$ cat config.mk
export PLATFORM = sky130hd
export DESIGN_NAME = mmu_perm_check
export DESIGN_NICKNAME = d
export VERILOG_FILES = /design/src/rtl/mmu_chk_pkg.sv /design/src/rtl/mmu_perm_check.sv
export SDC_FILE = /design/constraint.sdc
export NUM_CORES = 1
export LEC_CHECK = 0
export BUFFER_PORTS_ARGS = -buffer_cell sky130_fd_sc_hd__buf_2
export CAP_MARGIN = 10
export CORE_UTILIZATION = 25
export DETAILED_ROUTE_END_ITERATION = 8
export PLACE_DENSITY = 0.84
export SKIP_LAST_GASP = 1
export SYNTH_ARGS = -nofsm -noshare
export SYNTH_HDL_FRONTEND = slang
export SYNTH_SLANG_ARGS = --single-unit
$ cat constraint.sdc
create_clock -name vclk -period 1.4
set_input_delay 0.28 -clock vclk [all_inputs]
set_output_delay 0.28 -clock vclk [all_outputs]
set_load 0.02 [all_outputs]
$ cat src/rtl/mmu_chk_pkg.sv
package mmu_chk_pkg;

  typedef enum logic [1:0] {
    ACC_LOAD  = 2'd0,
    ACC_STORE = 2'd1,
    ACC_FETCH = 2'd2,
    ACC_RSVD  = 2'd3
  } access_e;

  typedef enum logic [2:0] {
    CAUSE_NONE       = 3'd0,
    CAUSE_UNALIGN    = 3'd1,
    CAUSE_SUPER_ADDR = 3'd2,
    CAUSE_TLB_MISS   = 3'd3,
    CAUSE_PERM_R     = 3'd4,
    CAUSE_PERM_W     = 3'd5,
    CAUSE_PERM_X     = 3'd6
  } cause_e;

  localparam int unsigned CAUSE_W = 3;

  // Alignment rule: byte never, half needs bit 0 clear, word needs bits 1:0 clear
  function automatic logic misaligned(input logic [1:0] lo, input logic [1:0] sz);
    case (sz)
      2'd0:    misaligned = 1'b0;
      2'd1:    misaligned = lo[0];
      default: misaligned = |lo;
    endcase
  endfunction

  function automatic logic is_data_access(input logic [1:0] acc);
    is_data_access = (acc != ACC_FETCH);
  endfunction

endpackage

$ cat src/rtl/mmu_perm_check.sv
module mmu_perm_check
  import mmu_chk_pkg::*;
#(
  parameter int unsigned ADDR_W    = 32,
  parameter int unsigned PAGE_BITS = 12,
  localparam int unsigned PPN_W    = ADDR_W - PAGE_BITS
) (
  input  logic [1:0]           acc,
  input  logic [PAGE_BITS-1:0] page_off,
  input  logic                 hit,
  input  logic [PPN_W-1:0]     ppn,
  input  logic                 perm_r,
  input  logic                 perm_w,
  input  logic                 perm_x,
  output logic                 perm_ok,
  output logic [CAUSE_W-1:0]   xlate_cause,
  output logic [ADDR_W-1:0]    xlate_pa
);

  function automatic logic [ADDR_W-1:0] compose_pa(input logic [PPN_W-1:0] pg,
                                                   input logic [PAGE_BITS-1:0] off);
    compose_pa = {pg, off};
  endfunction

  logic needed_bit;

  always_comb begin
    case (acc)
      ACC_STORE: needed_bit = perm_w;
      ACC_FETCH: needed_bit = perm_x;
      default:   needed_bit = perm_r;
    endcase
  end

  assign perm_ok  = hit && needed_bit;
  assign xlate_pa = compose_pa(ppn, page_off);

  always_comb begin
    if (!hit)            xlate_cause = CAUSE_TLB_MISS;
    else if (needed_bit) xlate_cause = CAUSE_NONE;
    else begin
      case (acc)
        ACC_STORE: xlate_cause = CAUSE_PERM_W;
        ACC_FETCH: xlate_cause = CAUSE_PERM_X;
        default:   xlate_cause = CAUSE_PERM_R;
      endcase
    end
  end

endmodule

## Yosys cells after proc, flatten, opt, wreduce, memory -nomap -nowiden

Cells that the tools add are included.

| storage, ports and cells | value |
|---|---|
| input port bits | 38 |
| register bits | 0 |

| operators by class | value |
|---|---|
| equal/unequal tests | 2 |
| reduce and logical (&&, ||, !) cells | 1 |
| muxes and demuxes | 4 |

Operator list:

| cell | count |
|---|---|
| two-way mux 3 bit | 2 |
| case mux 2 bit (2 select lines) | 1 |
| == test 2 x 1 -> 1 bit (second input constant) | 1 |
| == test 2 bit (second input constant) | 1 |
| case mux 1 bit (2 select lines) | 1 |
| logical AND 1 bit | 1 |

## Depth between registers and ports, before layout

Gate-level depths: netlist of run 1.

| depth | value |
|---|---|
| word-level depth | 4 |
| depth in mapped cells | 4 |
| depth with buffers taken out | 4 |

## Worst setup path before layout of run 1

No wires, ideal clock.

| path | value |
|---|---|
| kind | input to output |
| start | in acc[0] |
| end | out xlate_cause[0] |
| setup slack | -0.061 ns |
| stages on the path | 4 |
| arrival time | 1.181 ns |
| cell sequence | inv_1 > ha_1 > nand2b_1 > o221ai_1 |

| between the ends | value |
|---|---|
| longest elaborated chain between the ends | 4 |

RTL lines:

| what | RTL line | RTL |
|---|---|---|
| start, declared | mmu_perm_check.sv:8 | `input logic [1:0] acc,` |
| == test 2 bit or == test 2 x 1 -> 1 bit (tied branches) | mmu_perm_check.sv:28, mmu_perm_check.sv:42 |  |
| case mux 2 bit (2 select lines) or case mux 1 bit (2 select lines) (tied branches) | mmu_perm_check.sv:42, mmu_perm_check.sv:28 |  |
| two-way mux 3 bit * | mmu_perm_check.sv:40 | `else if (needed_bit) xlate_cause = CAUSE_NONE;` |
| two-way mux 3 bit * | mmu_perm_check.sv:39 | `if (!hit) xlate_cause = CAUSE_TLB_MISS;` |
| end, declared | mmu_perm_check.sv:16 | `output logic [CAUSE_W-1:0] xlate_cause,` |

Mark *: on every way between the ends. The rest lies on a longest branch, timed or not.

## Final worst setup path of run 1

| path | value |
|---|---|
| start | in acc[1] |
| end | out perm_ok |

| between the ends | value |
|---|---|
| longest elaborated chain between the ends | 3 |

RTL lines:

| what | RTL line | RTL |
|---|---|---|
| == test 2 bit or == test 2 x 1 -> 1 bit (tied branches) | mmu_perm_check.sv:28 | `case (acc)` |
| case mux 1 bit (2 select lines) * | mmu_perm_check.sv:28 |  |
| logical AND 1 bit * | mmu_perm_check.sv:35 | `assign perm_ok = hit && needed_bit;` |
| end, declared | mmu_perm_check.sv:15 | `output logic perm_ok,` |

Marked as above.

==> results of run 1 <==
## metal layers
metal | global-route usage | wire length (microns) | vias up
met2 | 0.1250 | 273 | 22
met4 | 0.05172 | 21 | 0
met3 | 0.03889 | 103 | 6
li1 | - | - | 83
met5 | 0 | 0 | -
met1 | 0.07468 | 193 | 85
## final cells by class
| class | instances | area (sq um) |
|---|---|---|
| inverters | 5 | 23.77 |
| multi-input cells | 12 | 172.7 |
| well taps | 15 | 18.77 |
| fillers | 157 | 1016 |
| repair buffers | 12 | 102.6 |
## cell usage in the layout (no fill, tap or decap), drive strengths merged
cell type  Yosys  routed
buf           32      12
inv            5       5
nand2b         4       4
ha             3       3
o221ai         2       2
a22o           1       1
o211a          1       1
o22ai          1       1
## power by group
group	switching [W]	total [W]	leakage, nW	internal, W
Sequential	0	0	0	0
Clock	0	0	0	0
Combinational	0.0000545	0.000118	0.152	0.0000631
Total	0.0000545	0.000118	0.152	0.0000631
## worst max-delay path, delay by kind of cell
family,cells,cell delay (ps)
adder cells (fa/ha/maj),1,150
buffers and inverters,3,250
AO/OA/AOI/OAI,2,460
## stage by stage
step,util,setup TNS (ps),power (W)
floorplan,-,0,0.0001825
global placement,0.1698,-653.5,0.00007782
detailed placement,0.1698,-658.2,0.00007914
CTS,0.2289,-56.32,0.0001114
global route,0.2383,-117.1,0.0001269
finish,0.2383,-32.63,0.0001176
## cell families (layout without fill, tap and decap cells)
| kind of cell | count (synthesis) | in the layout | share of synthesized area |
|---|---|---|---|
| buf+inv | 37 | 17 | 0.7113 |
| compound gates | 5 | 5 | 0.1169 |
| simple gates | 4 | 4 | 0.06872 |
| fa+ha+maj | 3 | 3 | 0.1031 |
## worst paths after layout
check / from / endpoint / slack [ps] / cells past startpoint
setup / recovery: acc[1] / perm_ok / -30 / 6
hold / removal: ppn[5] / xlate_pa[17] / 560 / 0
## repair_timing
item                       4_1_cts  5_1_grt
gates resized for setup         18        4
pin swaps                        3        4
setup endpoints to repair        4        4
==> impl_metrics.yaml, run 1 <==
timing:
  slew_viol_final: 0
  relSlewSlack: 0.8838
  rsz0062_at_grt: "true"
  min_period_over_period: 1.020
  setup_slack_ps: -27.75
  setup_violations: 2
  hold_viol: 0
  fmax_mhz: 700.4
  worst_slew_pin_slew_ps: 174.3
  whs_ps: 560.0
  finalCriticalPeriod_ps: 1428
final_layout:
  final_area_sq_um: 317.8
  seq_cells: 0
  syn_to_final_growth_pct: -12.71
  regArea_sq_um: 0
  drive_above_1_share: 0.7586
  instances_no_fill: 44
  clkbuf_count: 0
  nNetsFinal: 72
  antennaDiodeCount: 0
routing:
  drt_iter0_markers: 2
  routed-via-count: 196
  viasPerCell: 4.455
  first_pass_iters: 2
  drt_wl_total_microns: 591
  ant_nets: 0
  wl_per_cell_microns: 13.43
  drc_errors: 0
run:
  drv_cap: 0
synth:
  yosysWarnings: 0
  yosys.area.top_type: "buf_4"
  ys_top_cells_by_count: "buf_4 (32), inv_1 (5), nand2b_1 (4)"
  syn_nets: 90
  yosysTopAreaCellShare: 0.6598
  yosysSeqAreaShare: 0
  synth.distinct_cells: 8
  yosysMostFrequentCell: "buf_4"
  syn-cell-area_sq_um: 364.1
  postSynthCellCount: 49
  avgSynthCellArea_sq_um: 7.431
  synth_area_leaders: "buf_4 (66%), ha_1 (10%), nand2b_1 (6.9%), inv_1 (5.2%), o221ai_1 (4.8%)"
status:
  violations: "setup timing"
  status: "complete, but fails checks"
die:
  start_util: 0.2730
  dieArea_sq_um: 1613
  io-pin-count: 74
  coreArea_sq_um: 1334
  fp.dieW_microns: 40.16
  fp.dieH_microns: 40.16
  num_rows: 13
place:
  place_area_sq_um: 226.5
  place.gp.congestion: 0.6149
  post-place-ws_ps: -177.9
  dp_cells: 44
  io_buffers: 10
power_and_ir_drop:
  p_per_area_nw_per_um2: 370.0
  ir_worst_vdd_mv: 0.1153
  p_leak_nw: 0.1521
setup_path:
  cp.arrival_ps: 1150
  path_cells: "buf_8 -> inv_4 -> ha_4 -> a22o_4 -> o211a_1 -> buf_6"
  worstSetupPathType: "in2out"
  worst_setup_path_start_kind: "input port"
  worstPathMaxFanout: 4
  crit_path_top_delay_cell: "a22o_4"
  endpoint_kind: "output port"
  slowest_delay_ps: 240
  worstPathRequired_ps: 1120
hold_path:
  hold_class: "in2out"
global_route:
  grt_pass1_wl_microns: 903
  grt_overflow_total: 0
  grt_pass1_vias: 211
  antenna_found_initial: 0
  grt_usage: 0.07648
  grt_max_degree: 6
clock_network:
  postCtsSetupRepairBufs: 0
  holdBufCountCts: 0
Note: power is estimated with default switching activity, not from simulation.
==> inputs of run 2 (changes only) <==
--- a/config.mk
+++ b/config.mk
@@ -8,4 +8,5 @@
 export BUFFER_PORTS_ARGS = -buffer_cell sky130_fd_sc_hd__buf_2
 export CAP_MARGIN = 10
+export CORE_MARGIN = 10
 export CORE_UTILIZATION = 25
 export DETAILED_ROUTE_END_ITERATION = 8
==> constraint.sdc (replaced) <==
create_clock -name vclk -period 1.4
set_input_delay 0.28 -clock vclk [all_inputs]
set_output_delay 0.28 -clock vclk [all_outputs]
set_load 0.1 [all_outputs]
==> run 2 against run 1 <==
Against the previous run:
- the flow still finishes with violations (setup timing)
- sequential share of layout area did not move
- combinational power up 120%
- global-route usage down 4.3 points
==> impl_metrics.yaml, run 2 (synthesis gave the netlist of run 1 again) <==
timing:
  relSlewSlack: 0.8967
  setup_slack_ps: -175.8
  slew_viol_final: 0
  finalCriticalPeriod_ps: 1576
  worst_slew_pin_slew_ps: 154.9
  fmax_mhz: 634.6
  min_period_over_period: 1.126
  rsz0062_at_grt: "true"
  setup_violations: 4
  hold_viol: 0
routing:
  drc_errors: 0
  wl_per_cell_microns: 13.04
  viasPerCell: 4.250
  first_pass_iters: 1
  drt_wl_total_microns: 678
  routed-via-count: 221
  ant_nets: 0
  drt_iter0_markers: 0
final_layout:
  regArea_sq_um: 0
  syn_to_final_growth_pct: 35.40
  seq_cells: 0
  final_common_cell: "buf_4"
  final_cell_mix: "buf_4 (6), buf_12 (5), buf_2 (4), buf_6 (4), inv_1 (3)"
  nNetsFinal: 80
  instances_no_fill: 52
  antennaDiodeCount: 0
  clkbuf_count: 0
  drive_above_1_share: 0.8378
die:
  io-pin-count: 74
  start_util: 0.2730
  fp.dieH_microns: 58.16
  fp.dieW_microns: 58.16
  coreArea_sq_um: 1334
  num_rows: 13
  dieArea_sq_um: 3383
place:
  hpwlAfterDp_microns: 592.9
  post-place-ws_ps: -311.7
  place.gp.congestion: 0.7004
  dp_cells: 48
  io_buffers: 10
setup_path:
  endpoint_kind: "output port"
  worstPathMaxFanout: 4
  cp-endpoint: "xlate_cause[2]"
  worstSetupStartpoint: "acc[1]"
  worstSetupPathType: "in2out"
  cp.arrival_ps: 1300
  worst_setup_path_start_kind: "input port"
  worstPathRequired_ps: 1120
status:
  status: "complete, but fails checks"
  violations: "setup timing"
power_and_ir_drop:
  ir_worst_vdd_mv: 0.2236
  swShare: 0.5332
  p_int_w: 0.0001239
  switching_power_w: 0.0001415
  power.total_w: 0.0002655
  p_per_area_nw_per_um2: 538.5
  p_leak_nw: 0.2131
  p_comb_frac: 1.000
  clockPowerShare: 0
  seq_power_share: 0
global_route:
  antenna_found_initial: 0
  grt_pass1_wl_microns: 979
  grt_usage: 0.03320
  grt_overflow_total: 0
  grt_max_degree: 6
  grt_pass1_vias: 226
run:
  drv_cap: 0
hold_path:
  hold_class: "in2out"
clock_network:
  holdBufCountCts: 0
==> run 2: cell count changes in the layout (fill, tap and decap cells not counted), moves of 2 or more <==
| cell | before | now |
|---|---|---|
| inv_4 | 2 | 0 |
| buf_4 | 4 | 6 |
| buf_6 | 2 | 4 |
| buf_12 | 0 | 5 |
| o221ai_4 | 0 | 2 |
| o221ai_2 | 2 | 0 |
==> run 2: routing by layer <==
layer / track usage / up-vias / wire, microns
met5: 0 / - / 0
met3: 0.006536 / 12 / 93
met1: 0.02834 / 89 / 201
met2: 0.06595 / 21 / 351
li1: - / 99 / -
met4: 0.02349 / 0 / 32
==> run 2: worst min-delay path by stage <==
stage                 startpoint            to  slack [ps]  depth (start not counted)
floorplan            page_off[0]   xlate_pa[0]         770                          1
global placement    page_off[11]  xlate_pa[11]         560                          0
detailed placement  page_off[11]  xlate_pa[11]         560                          0
CTS                 page_off[11]  xlate_pa[11]         560                          0
global route         page_off[0]   xlate_pa[0]         560                          0
finish              page_off[10]  xlate_pa[10]         560                          0
==> run 2: repair_timing <==
action	4_1_cts	5_1_grt
setup buffers	3	1
gates resized for setup	10	5
endpoints found under the setup margin	4	4
pin swaps	5	5
hold endpoints to repair	0	0
==> run 2: final cells by class <==
| type | count | area (sq um) |
|---|---|---|
| Timing Repair Buffer | 20 | 225.2 |
| Fill cell | 140 | 840.8 |
| Inverter | 5 | 38.79 |
| Tap cell | 15 | 18.77 |
| Multi-Input combinational cell | 12 | 210.2 |
==> run 2: per-stage QoR <==
stage               setup TNS [ps]  hold WS, ps  utilization  area (sq um)
finish                      -600.5        560.0       0.3696         493.0
global route                -728.5        560.2       0.3696         493.0
CTS                         -728.2        560.7       0.3490         465.4
detailed placement           -1162        560.7       0.3058         407.9
global placement             -1099        560.7       0.3058         407.9
floorplan                   -517.1        771.5            -         489.2
==> run 2: power by group through the flow <==
stage | clock network, W | registers (W) | logic (W)
floorplan | 0 | 0 | 0.000584
global placement | 0 | 0 | 0.000229
detailed placement | 0 | 0 | 0.000232
CTS | 0 | 0 | 0.000253
global route | 0 | 0 | 0.000277
finish | 0 | 0 | 0.000265
==> run 2: worst max-delay path: stages <==
cell and delay (ps):
buf_12 120, ha_4 150, a22o_4 270, buf_4 150
o22ai_4 140, buf_12 190
==> inputs of run 3 (changes only) <==
- CORE_UTILIZATION: 25 -> 26
- PLACE_DENSITY: 0.84 -> 0.87
==> run 3 against run 2 <==
Against the previous run:
- the flow still finishes with violations (setup timing)
- critical path depth did not move
- routed wire length rose by 1.0%
- via count shrank 8.1%
- power down 4.7%
- first-iteration DRC count grew 1
- sequential share of layout area unchanged
- design area fell by 7.1%
- core utilization down 2.2 points
==> impl_metrics.yaml, run 3 (synthesis gave the netlist of run 1 again) <==
status:
  status: "complete, but fails checks"
  violations: "setup timing"
final_layout:
  antennaDiodeCount: 0
  seq_cells: 0
  final_cell_mix: "buf_12 (7), buf_2 (4), buf_4 (4), inv_1 (3)"
  drive_above_1_share: 0.8125
  n_fill_cell: 132
  syn_to_final_growth_pct: 25.77
  multi_input_area_sq_um: 210.2
  final_area_sq_um: 457.9
  nNetsFinal: 75
  final_common_cell: "buf_12"
  regArea_sq_um: 0
  clkbuf_count: 0
global_route:
  grt_overflow_total: 0
  antenna_found_initial: 0
  grt_pass1_vias: 238
  grt_usage: 0.03694
  grt_max_degree: 6
  grt_pass1_wl_microns: 1069
timing:
  setup_tns_ps: -572.5
  worst_slew_pin_slew_ps: 156.3
  finalCriticalPeriod_ps: 1568
  whs_ps: 560.0
  min_period_over_period: 1.120
  setup_slack_ps: -167.6
  relSlewSlack: 0.8958
  setup_violations: 4
  fmax_mhz: 637.9
  rsz0062_at_grt: "true"
  hold_viol: 0
  slew_viol_final: 0
die:
  start_util: 0.2764
  dieArea_sq_um: 3297
  num_rows: 13
  coreArea_sq_um: 1318
  fp.dieH_microns: 57.42
  fp.dieW_microns: 57.42
  io-pin-count: 74
power_and_ir_drop:
  seq_power_share: 0
  p_per_area_nw_per_um2: 552.5
  ir_worst_vdd_mv: 0.1985
  clockPowerShare: 0
  p_comb_frac: 1.000
  swShare: 0.5500
  switching_power_w: 0.0001391
  p_leak_nw: 0.1916
  p_int_w: 0.0001139
setup_path:
  worstSetupPathType: "in2out"
  cp.arrival_ps: 1290
  slowest_delay_ps: 290
  endpoint_kind: "output port"
  crit_top_cell: "buf_12"
  worstPathMaxFanout: 5
  worstPathRequired_ps: 1120
  path_cells: "buf_12 -> ha_4 -> nand2b_4 -> buf_12 -> o221ai_4 -> buf_12"
  worst_setup_path_start_kind: "input port"
  crit_path_top_delay_cell: "ha_4"
place:
  place.gp.congestion: 0.6752
  hpwlAfterDp_microns: 618.5
  io_buffers: 10
  post-place-ws_ps: -316.1
  place_area_sq_um: 405.4
routing:
  viasPerCell: 4.319
  drt_wl_total_microns: 685
  first_pass_iters: 4
  ant_nets: 0
  wl_per_cell_microns: 14.57
  routed-via-count: 203
  drc_errors: 0
  drt_iter0_markers: 1
run:
  drv_cap: 0
hold_path:
  hold_class: "in2out"
clock_network:
  holdBufCountCts: 0
run 3: changes by cell type in the layout (fill, tap and decap cells not counted), sizes merged:
cell	change
buf	-5
run 3: through the flow:
stage / total power, W / cells / util
after floorplan: 0.0005843 / 49 / -
after global placement: 0.0002300 / 46 / 0.3077
after detailed placement: 0.0002334 / 46 / 0.3077
after CTS: 0.0002461 / 47 / 0.3343
after global routing: 0.0002634 / 47 / 0.3476
final: 0.0002530 / 47 / 0.3476
run 3: final timing paths:
| check | from | end | slack [ps] | cells after the start |
|---|---|---|---|---|
| hold / removal | ppn[2] | xlate_pa[14] | 560 | 0 |
| setup / recovery | acc[1] | xlate_cause[1] | -170 | 6 |
run 3: per-layer routing:
metal | up-vias | global-route usage | share of wire
met2 | 17 | 0.07669 | 0.59
met3 | 2 | 0.02212 | 0.18
met4 | 0 | 0.01342 | 0.0058
met5 | - | 0 | 0
li1 | 89 | - | -
met1 | 95 | 0.02512 | 0.22
run 3: timing repair:
action / CTS / global route
setup endpoints to repair: 4 / 4
gates resized for setup: 8 / 4
pin swaps: 3 / 2
buffers inserted: 1 / 0
run 3: layout make-up:
cell class,count,share of cell area
repair buffers,15,0.4153
well taps,15,0.04098
multi-input cells,12,0.4590
inverters,5,0.08470
run 3: critical path, delay by kind of cell:
| family | cells | cell delay [ps] |
|---|---|---|
| simple gates | 1 | 70 |
| fa+ha+maj | 1 | 290 |
| buf+inv | 3 | 450 |
| compound gates | 1 | 190 |
run 3: power by group through the flow:
stage	Clock (W)	Sequential, W	Combinational, W
floorplan	0	0	0.000584
CTS	0	0	0.000246
global route	0	0	0.000263
finish	0	0	0.000253
detailed placement	0	0	0.000233
global placement	0	0	0.000230
